==> config.mk <==
export PLATFORM = sky130hd
export DESIGN_NAME = spi_menu_engine
export DESIGN_NICKNAME = d
export VERILOG_FILES = /design/src/rtl/spi_menu_engine.sv
export SDC_FILE = /design/constraint.sdc
export NUM_CORES = 2
export LEC_CHECK = 0
export BUFFER_PORTS_ARGS = -buffer_cell sky130_fd_sc_hd__buf_4
export CAP_MARGIN = 20
export CELL_PAD_IN_SITES_DETAIL_PLACEMENT = 1
export CELL_PAD_IN_SITES_GLOBAL_PLACEMENT = 1
export CORE_ASPECT_RATIO = 1.1
export CORE_MARGIN = 3
export CORE_UTILIZATION = 45
export CTS_CLUSTER_DIAMETER = 100
export DETAILED_ROUTE_END_ITERATION = 10
export HOLD_SLACK_MARGIN = 0.1
export PLACE_DENSITY = 0.71
export SYNTH_ARGS = -nofsm -noshare
export SYNTH_HDL_FRONTEND = slang
export SYNTH_SLANG_ARGS = --single-unit
==> constraint.sdc <==
create_clock -name clk -period 7.9 [get_ports clk]
set_input_delay 0.395 -clock clk [delete_from_list [all_inputs] [get_ports clk]]
set_output_delay 0.395 -clock clk [all_outputs]
set_load 0.005 [all_outputs]
==> src/rtl/spi_menu_engine.sv <==
module spi_menu_engine #(
  parameter int DIV = 4
) (
  input  logic        clk,
  input  logic        rst_n,
  input  logic        wr_en,
  input  logic [4:0]  wr_addr,
  input  logic [31:0] wr_data,
  input  logic [4:0]  rd_addr,
  output logic [31:0] rd_data,
  output logic        spi_sclk,
  output logic        spi_cs_n,
  output logic        spi_mosi,
  input  logic        spi_miso
);

  localparam int HALF = DIV / 2;
  localparam int CW   = (HALF > 1) ? $clog2(HALF) : 1;
  localparam logic [CW-1:0] DIV_LAST = CW'(HALF - 1);

  localparam logic [4:0] A_STAT = 5'd0;
  localparam logic [4:0] A_CTL  = 5'd1;
  localparam logic [4:0] A_ADDR = 5'd2;
  localparam logic [4:0] A_TYPE = 5'd3;
  localparam logic [4:0] A_MLO  = 5'd4;
  localparam logic [4:0] A_MHI  = 5'd5;

  logic        busy, st_done, st_err, st_lock;
  logic [10:0] st_rsv;
  logic        ctl_atomic, ctl_pfx, ctl_dp;
  logic [2:0]  ctl_idx;
  logic [5:0]  ctl_cnt;
  logic [23:0] addr_q;
  logic [15:0] types_q;
  logic [63:0] menu_q;
  logic [7:0]  buf_q [64];

  logic [7:0]  cur_op;
  logic [1:0]  cur_type;
  logic [23:0] cur_addr;
  logic [9:0]  bitk, total_q;
  logic [5:0]  hdr_q;
  logic [CW-1:0] divc;
  logic        sclk_q;

  logic        go_wr, bad_req, start, reject, tick, cap;
  logic [1:0]  sel_type;
  logic [5:0]  hdr_n;
  logic [6:0]  nbytes;
  logic [9:0]  dbits, tot_n;
  logic [8:0]  dk;
  logic [4:0]  ak;
  logic [5:0]  byte_j;
  logic [2:0]  bsel;

  assign go_wr    = wr_en && (wr_addr == A_CTL) && wr_data[1];
  assign sel_type = types_q[{wr_data[6:4], 1'b0} +: 2];
  assign bad_req  = sel_type[0] && !wr_data[14] && (wr_data[13:8] != 6'd0);
  assign start    = go_wr && !busy && !bad_req;
  assign reject   = go_wr && (busy || bad_req);

  assign hdr_n  = sel_type[1] ? 6'd32 : 6'd8;
  assign nbytes = {1'b0, wr_data[13:8]} + 7'd1;
  assign dbits  = wr_data[14] ? {nbytes, 3'b000} : 10'd0;
  assign tot_n  = {4'b0, hdr_n} + dbits;

  assign tick   = busy && (divc == DIV_LAST);
  assign dk     = 9'(bitk - {4'b0, hdr_q});
  assign ak     = 5'(bitk - 10'd8);
  assign byte_j = dk[8:3];
  assign bsel   = 3'd7 - dk[2:0];
  assign cap    = tick && !sclk_q && !cur_type[0] && (bitk >= {4'b0, hdr_q});

  always_comb begin
    spi_mosi = 1'b0;
    if (busy) begin
      if (bitk < 10'd8)                   spi_mosi = cur_op[3'd7 - bitk[2:0]];
      else if (bitk < {4'b0, hdr_q})      spi_mosi = cur_addr[5'd23 - ak];
      else if (cur_type[0])               spi_mosi = buf_q[byte_j][bsel];
    end
  end

  assign spi_cs_n = ~busy;
  assign spi_sclk = sclk_q;

  always_ff @(posedge clk) begin
    if (!rst_n) begin
      busy <= 1'b0; st_done <= 1'b0; st_err <= 1'b0; st_lock <= 1'b0;
      st_rsv <= '0;
      ctl_atomic <= 1'b0; ctl_pfx <= 1'b0; ctl_dp <= 1'b0;
      ctl_idx <= '0; ctl_cnt <= '0;
      addr_q <= '0; types_q <= '0; menu_q <= '0;
      cur_op <= '0; cur_type <= '0; cur_addr <= '0;
      bitk <= '0; total_q <= '0; hdr_q <= '0;
      divc <= '0; sclk_q <= 1'b0;
    end else begin
      if (wr_en) begin
        case (wr_addr)
          A_STAT: begin
            if (wr_data[2])  st_done <= 1'b0;
            if (wr_data[3])  st_err  <= 1'b0;
            if (wr_data[15]) st_lock <= 1'b1;
            st_rsv <= wr_data[14:4];
          end
          A_CTL: if (!busy) begin
            ctl_atomic <= wr_data[2];
            ctl_pfx    <= wr_data[3];
            ctl_idx    <= wr_data[6:4];
            ctl_cnt    <= wr_data[13:8];
            ctl_dp     <= wr_data[14];
          end
          A_ADDR: addr_q <= wr_data[23:0];
          A_TYPE: if (!st_lock) types_q <= wr_data[15:0];
          A_MLO:  if (!st_lock) menu_q[31:0]  <= wr_data;
          A_MHI:  if (!st_lock) menu_q[63:32] <= wr_data;
          default: ;
        endcase
      end

      if (reject) st_err <= 1'b1;

      if (start) begin
        busy     <= 1'b1;
        bitk     <= '0;
        divc     <= '0;
        sclk_q   <= 1'b0;
        cur_op   <= menu_q[{wr_data[6:4], 3'b000} +: 8];
        cur_type <= sel_type;
        cur_addr <= addr_q;
        hdr_q    <= hdr_n;
        total_q  <= tot_n;
      end else if (busy) begin
        if (tick) begin
          divc   <= '0;
          sclk_q <= ~sclk_q;
          if (sclk_q) begin
            if (bitk == total_q - 10'd1) begin
              busy    <= 1'b0;
              st_done <= 1'b1;
            end else begin
              bitk <= bitk + 10'd1;
            end
          end
        end else begin
          divc <= divc + CW'(1);
        end
      end
    end
  end

  always_ff @(posedge clk) begin
    if (wr_en && wr_addr[4]) begin
      for (int b = 0; b < 4; b++)
        buf_q[{wr_addr[3:0], 2'(b)}] <= wr_data[8*b +: 8];
    end
    if (cap) buf_q[byte_j][bsel] <= spi_miso;
  end

  always_comb begin
    rd_data = '0;
    if (rd_addr[4]) begin
      rd_data = {buf_q[{rd_addr[3:0], 2'd3}], buf_q[{rd_addr[3:0], 2'd2}],
                 buf_q[{rd_addr[3:0], 2'd1}], buf_q[{rd_addr[3:0], 2'd0}]};
    end else begin
      case (rd_addr)
        A_STAT: rd_data = {16'b0, st_lock, st_rsv, st_err, st_done, 1'b1, busy};
        A_CTL:  rd_data = {17'b0, ctl_dp, ctl_cnt, 1'b0, ctl_idx, ctl_pfx, ctl_atomic, 2'b00};
        A_ADDR: rd_data = {8'b0, addr_q};
        A_TYPE: rd_data = {16'b0, types_q};
        A_MLO:  rd_data = menu_q[31:0];
        A_MHI:  rd_data = menu_q[63:32];
        default: rd_data = '0;
      endcase
    end
  end

endmodule

Yosys cells after proc, flatten, opt, wreduce, memory -nomap -nowiden
Memories as Yosys holds them, arrays and structs flattened.
Index checks and enable logic that the tools add are counted.
- reductions and logical operators: 36
- bitwise operators: 5
- order comparisons: 7
- add/sub/neg operators: 10
- eq/ne operators: 11
- mux-type cells: 38
- shifts and indexed selects: 2
- multiply operators: 0
- div/mod/pow operators: 0
- operators with widths (cell ; number):
    32-bit one-hot mux with 6 select lines ; 1
    64-bit by 7-bit variable part select with 8-bit output ; 1
    32-bit two-way mux ; 1
    1-bit two-way mux ; 29
    5-bit by 2-bit equality test with 1-bit output, second input constant ; 4
    5-bit by 3-bit equality test with 1-bit output, second input constant ; 4
    3-bit AND reduction ; 6
    16-bit by 5-bit variable part select with 2-bit output ; 1
    1-bit logical AND ; 13
    10-bit by 1-bit adder with 10-bit output, second input constant ; 1
    6-bit by 10-bit adder with 10-bit output ; 1
    10-bit equality test ; 1
    5-bit by 1-bit equality test with 1-bit output, second input constant ; 2
    10-bit by 6-bit >= comparator with 1-bit output ; 1
    5-bit zero test ; 2
    10-bit by 4-bit < comparator with 1-bit output, second input constant ; 1
    10-bit by 6-bit < comparator with 1-bit output ; 1
    10-bit two-way mux ; 1
    10-bit by 1-bit subtractor with 10-bit output, second input constant ; 1
    9-bit by 6-bit subtractor with 9-bit output ; 1
    3-bit by 4-bit < comparator with 1-bit output, second input constant ; 2
    8-bit two-way mux ; 1
    6-bit by 1-bit adder with 7-bit output, second input constant ; 1
    1-bit binary-select mux with 3-bit select ; 2
    other kinds (17) ; 30
- word-level logic and storage cells: 132
- input bits: 46
- output and inout bits: 35
- bits in read-only memories: 0
- RAM bits: 512
- bits in registers: 192
- bits in latches: 0
- memories: 1
- memories (memory ; depth ; bits a word ; rd ports ; clocked after memory_dff ; wr ports ; line ; text):
    buf_q ; 64 ; 8 ; 5 ; 0 ; 5 ; 36 ; logic [7:0] buf_q [64];

Depth between registers and ports, before layout
- depth after elaboration: 8
- gate-level depth with buffers: 16
- depth with buffers taken out: 11

Worst setup path before layout
OpenSTA, ideal clock, no wires.
- kind: reg2out
- start: register bitk[3]
- end: output port spi_mosi
- cell stages (with the launch flop): 14
- required time: 7.505 ns
- data arrival time: 3.226 ns
- slack: 4.279 ns
- buffers on the path: 3
- path through: dfxtp_1 > clkbuf_1 > inv_1 > ha_1 > and2b_1 > buf_6 > xnor2_4 > buf_4 > mux4_2 > a311oi_1 > nand3_1 > o2111a_1 > o311ai_1 > o32ai_2
- longest elaborated chain between the ends: 8
- elaborated cells on any way between the ends: 14
- classes of those cells: 3 x add/sub; 2 x order compare; 8 x mux; 1 x memory
- ends and longest elaborated chain (item ; line ; text):
    start, declared ; 41 ; logic [9:0] bitk, total_q;
    start signal, assigned ; 141 ; bitk <= bitk + 10'd1;
    9-bit by 6-bit subtractor with 9-bit output ; 68 ; assign dk = 9'(bitk - {4'b0, hdr_q});
    memory read 64 x 8 bit ; - ;
    1-bit binary-select mux with 3-bit select ; 79 ; else if (cur_type[0]) spi_mosi = buf_q[byte_j][bsel];
    1-bit two-way mux (implied by the code) ; 79 ;
    1-bit two-way mux ; 79 ;
    1-bit two-way mux ; 78 ; else if (bitk < {4'b0, hdr_q}) spi_mosi = cur_addr[5'd23 - ak];
    1-bit two-way mux * ; 77 ; if (bitk < 10'd8) spi_mosi = cur_op[3'd7 - bitk[2:0]];
    1-bit two-way mux * ; 76 ; if (busy) begin
    end, declared ; 13 ; output logic spi_mosi,
Every way passes the cells marked *; elsewhere a longest branch is shown, timed or not. The select of a mux whose other input is x is not followed.

Worst setup path after layout
- start: register bitk[4]
- end: output port spi_mosi
The elaborated chain is that of the path after synthesis.

==> flow_summary.json <==
{
  "synth_nets": 4755,
  "vdd_drop_max_mv": 0.158,
  "ys.flop_type": "edfxtp_1",
  "numCtsBuffers": 83,
  "fillers": 11100,
  "netlist_instances": 4699,
  "num_vias": 42500,
  "fmax_ghz": 0.163,
  "cts_resized": 0,
  "outcome": "completed",
  "nets": 4500,
  "synth_compound_area_frac": 0.143,
  "antenna_found_initial": 39,
  "start_util": 0.456,
  "cts_buffer_depth": 3,
  "async_flop_share": 0,
  "period_minus_slack_ns": 6.13,
  "fp.dieW_um": 311,
  "rsz0062_at_grt": "no",
  "yosys.area.top_type_share": 0.334,
  "crit_path_max_fanout": 32,
  "cts_tree": "yes",
  "ios": 81,
  "timing.final.crit_share": 0.776,
  "grt_start_max_net_pins": 180,
  "required_ns": 7.51,
  "slew_viol_final": 0,
  "finalWorstSetupSlack_ns": 1.77,
  "drtPass1Iterations": 8,
  "synthAdderAreaFrac": 0.00293,
  "wl_um": 227000,
  "synth.distinct_cells": 86,
  "synth_top_area_cell": "edfxtp_1",
  "post-route-drc-count": 0,
  "drive_gt1_frac": 0.215,
  "setup_viol": 0,
  "ys_seq_area_frac": 0.414,
  "worst_pin_slew_ns": 1.20,
  "hpwl_um": 155000,
  "grt-ovfl-total": 0,
  "synth_mux_area_frac": 0.240,
  "coreArea_um2": 101000,
  "crit_type": "reg -> out",
  "post_cts_buffers": 0,
  "fin_skew_ns": 0.0329,
  "final.setup.tns_ns": 0,
  "synthTopCellsByArea": "edfxtp_1, mux4_2, mux2_2",
  "crit_top_cell": "buf_4",
  "synth_top_family_by_area": "multiplexers",
  "syn_to_final_growth_pct": 8.59,
  "ant_nets": 0,
  "crit_family": "compound AO/OA/AOI/OAI gates",
  "io_buffers": 80,
  "critPathArrivalTime_ns": 5.73,
  "crit_path_top_delay_cell": "xnor2_4",
  "cts.clk_slew.worst_paths_ns": 0.06,
  "grt_pass1_wl_um": 317000,
  "cts_hold_buf": 0,
  "h-tree-depth": 3,
  "synth-edff-count": 512,
  "design_area_um2": 50000,
  "netlist_area_um2": 46100,
  "synth_seq_cells": 697,
  "end_kind": "output pin",
  "hold_class": "in -> reg",
  "r2r_setup_slack_ns": 2.70,
  "grt_pass1_vias": 41400,
  "die_h_um": 342,
  "max_cap_violations": 0,
  "die-area_um2": 106000,
  "powerDensity_nw_per_um2": 171,
  "avgRoutedWirePerCell_um": 38.5,
  "fin_hold_ws_ns": 0.177,
  "vias_per_cell": 7.23,
  "yosysWarnings": 0,
  "postPlaceCellArea_um2": 47500,
  "avgSynthCellArea_um2": 9.80,
  "crit_buf_inv": 2,
  "maxSlewHeadroom": 0.197,
  "initialDrtViolationCount": 7157,
  "hold_viol": 0,
  "critPathLaunchType": "flop",
  "synth-simple-area-share": 0.144,
  "leakage_uw": 0.0170,
  "ctsRootBufferMaster": "clkbuf_16",
  "place_congestion": 1.00,
  "fp-row-count": 122,
  "place_ws_ns": 2.69,
  "cts_sinks": 697,
  "grt.total_usage": 0.416,
  "max_stage_delay_ns": 0.78,
  "crit_chain": "buf_4 -> and2b_1 -> xnor2_4 -> mux4_1 -> mux2i_1 -> o211ai_1 -> nor4bb_1 -> a211o_1 -> o311ai_1 -> o32ai_2 -> buf_4",
  "synth-xor-area-share": 0.00722,
  "clkLatencyLatePin_ns": 0.68,
  "fin_util": 0.495
}
[routing by layer]
metal,up-vias,part of all wire,GRT usage
met2,3441,0.44,0.634
met1,21400,0.34,0.506
li1,16800,-,-
met3,868,0.13,0.125
met5,-,0.00071,0
met4,24,0.083,0.291
[placed cells by master, fill, tap and decap left out, drive strengths merged, types with 10 or more instances in the layout]
cell	synthesis	layout
nand2	775	775
o21ai	648	648
edfxtp	512	512
nor2	393	393
mux2	349	349
mux4	248	248
buf	103	205
nand3	201	201
dfxtp	185	185
mux2i	153	153
a21boi	128	128
clkbuf	443	112
nor3	45	45
nor2b	43	43
a21oi	38	38
a22oi	37	37
clkinv	5	34
a222oi	32	32
o22ai	32	32
inv	22	26
a221o	25	25
xnor2	20	20
and2	17	17
diode	0	15
nor4	15	15
xor2	15	15
a31oi	14	14
o221ai	14	14
and3	13	13
nand2b	12	12
o211a	12	12
nor3b	12	12
nand4	11	11
a32oi	11	11
or3	10	10
ha	10	10
[layout make-up]
cell class	instances	area [um^2]	share of cell area
inverter	27	101	0.00203
timing repair buffer	206	1620	0.0324
sequential	697	19100	0.381
multi-input combinational	3429	25000	0.499
tap	1364	1710	0.0341
antenna	15	37.5	0.000750
clock buffer	111	2320	0.0463
clock inverter	35	198	0.00395
[cells by family after synthesis]
group | count (synthesis)
fa+ha+maj | 11
flops | 697
buf+inv | 573
mux | 750
simple gates | 1566
xor+xnor | 35
compound gates | 1067
[power breakdown]
part | leakage [uW] | switching [uW] | internal, uW
combinational | 0.00964 | 512 | 283
clock | 0.00125 | 1680 | 2080
sequential | 0.00610 | 26.5 | 3950
[synth_stat cells (all sizes together) (37+ instances only)]
cell and number:
mux2i 153, nor3 45, nand2 775, mux2 349
clkbuf 443, nor2 393, nor2b 43, dfxtp 185
a21boi 128, buf 103, nand3 201, edfxtp 512
o21ai 648, mux4 248, a21oi 38, a22oi 37
[final timing paths]
check	startpoint	end	cells past startpoint
hold reg to reg	cur_addr[7]	cur_addr[7]	2
setup reg to reg	bitk[3]	buf_q[45][1]	11
setup / recovery	bitk[4]	spi_mosi	11
hold / removal	wr_data[15]	menu_q[15]	3
[sequential cells by signal, indices dropped and copies added (netlist names), 2 cells and up]
register  flops
addr_q       24
bitk         10
buf_q       512
ctl_cnt       6
ctl_idx       3
cur_addr     24
cur_op        8
hdr_q         2
menu_q       64
st_rsv       11
total_q       7
types_q      16
[tightest hold or removal path: cells and delay by family]
kind / cells / cell delay (ns)
simple gates: 1 / 0.10
compound gates: 1 / 0.07
buf+inv: 1 / 0.22
[metrics by stage]
step	cells	total power (uW)
after global routing	5873	8690
after detailed placement	5721	4810
final	5884	8530
after floorplan	4699	4480
after global placement	5720	4790
after CTS	5867	8480
(Power assumes the default switching activity.)
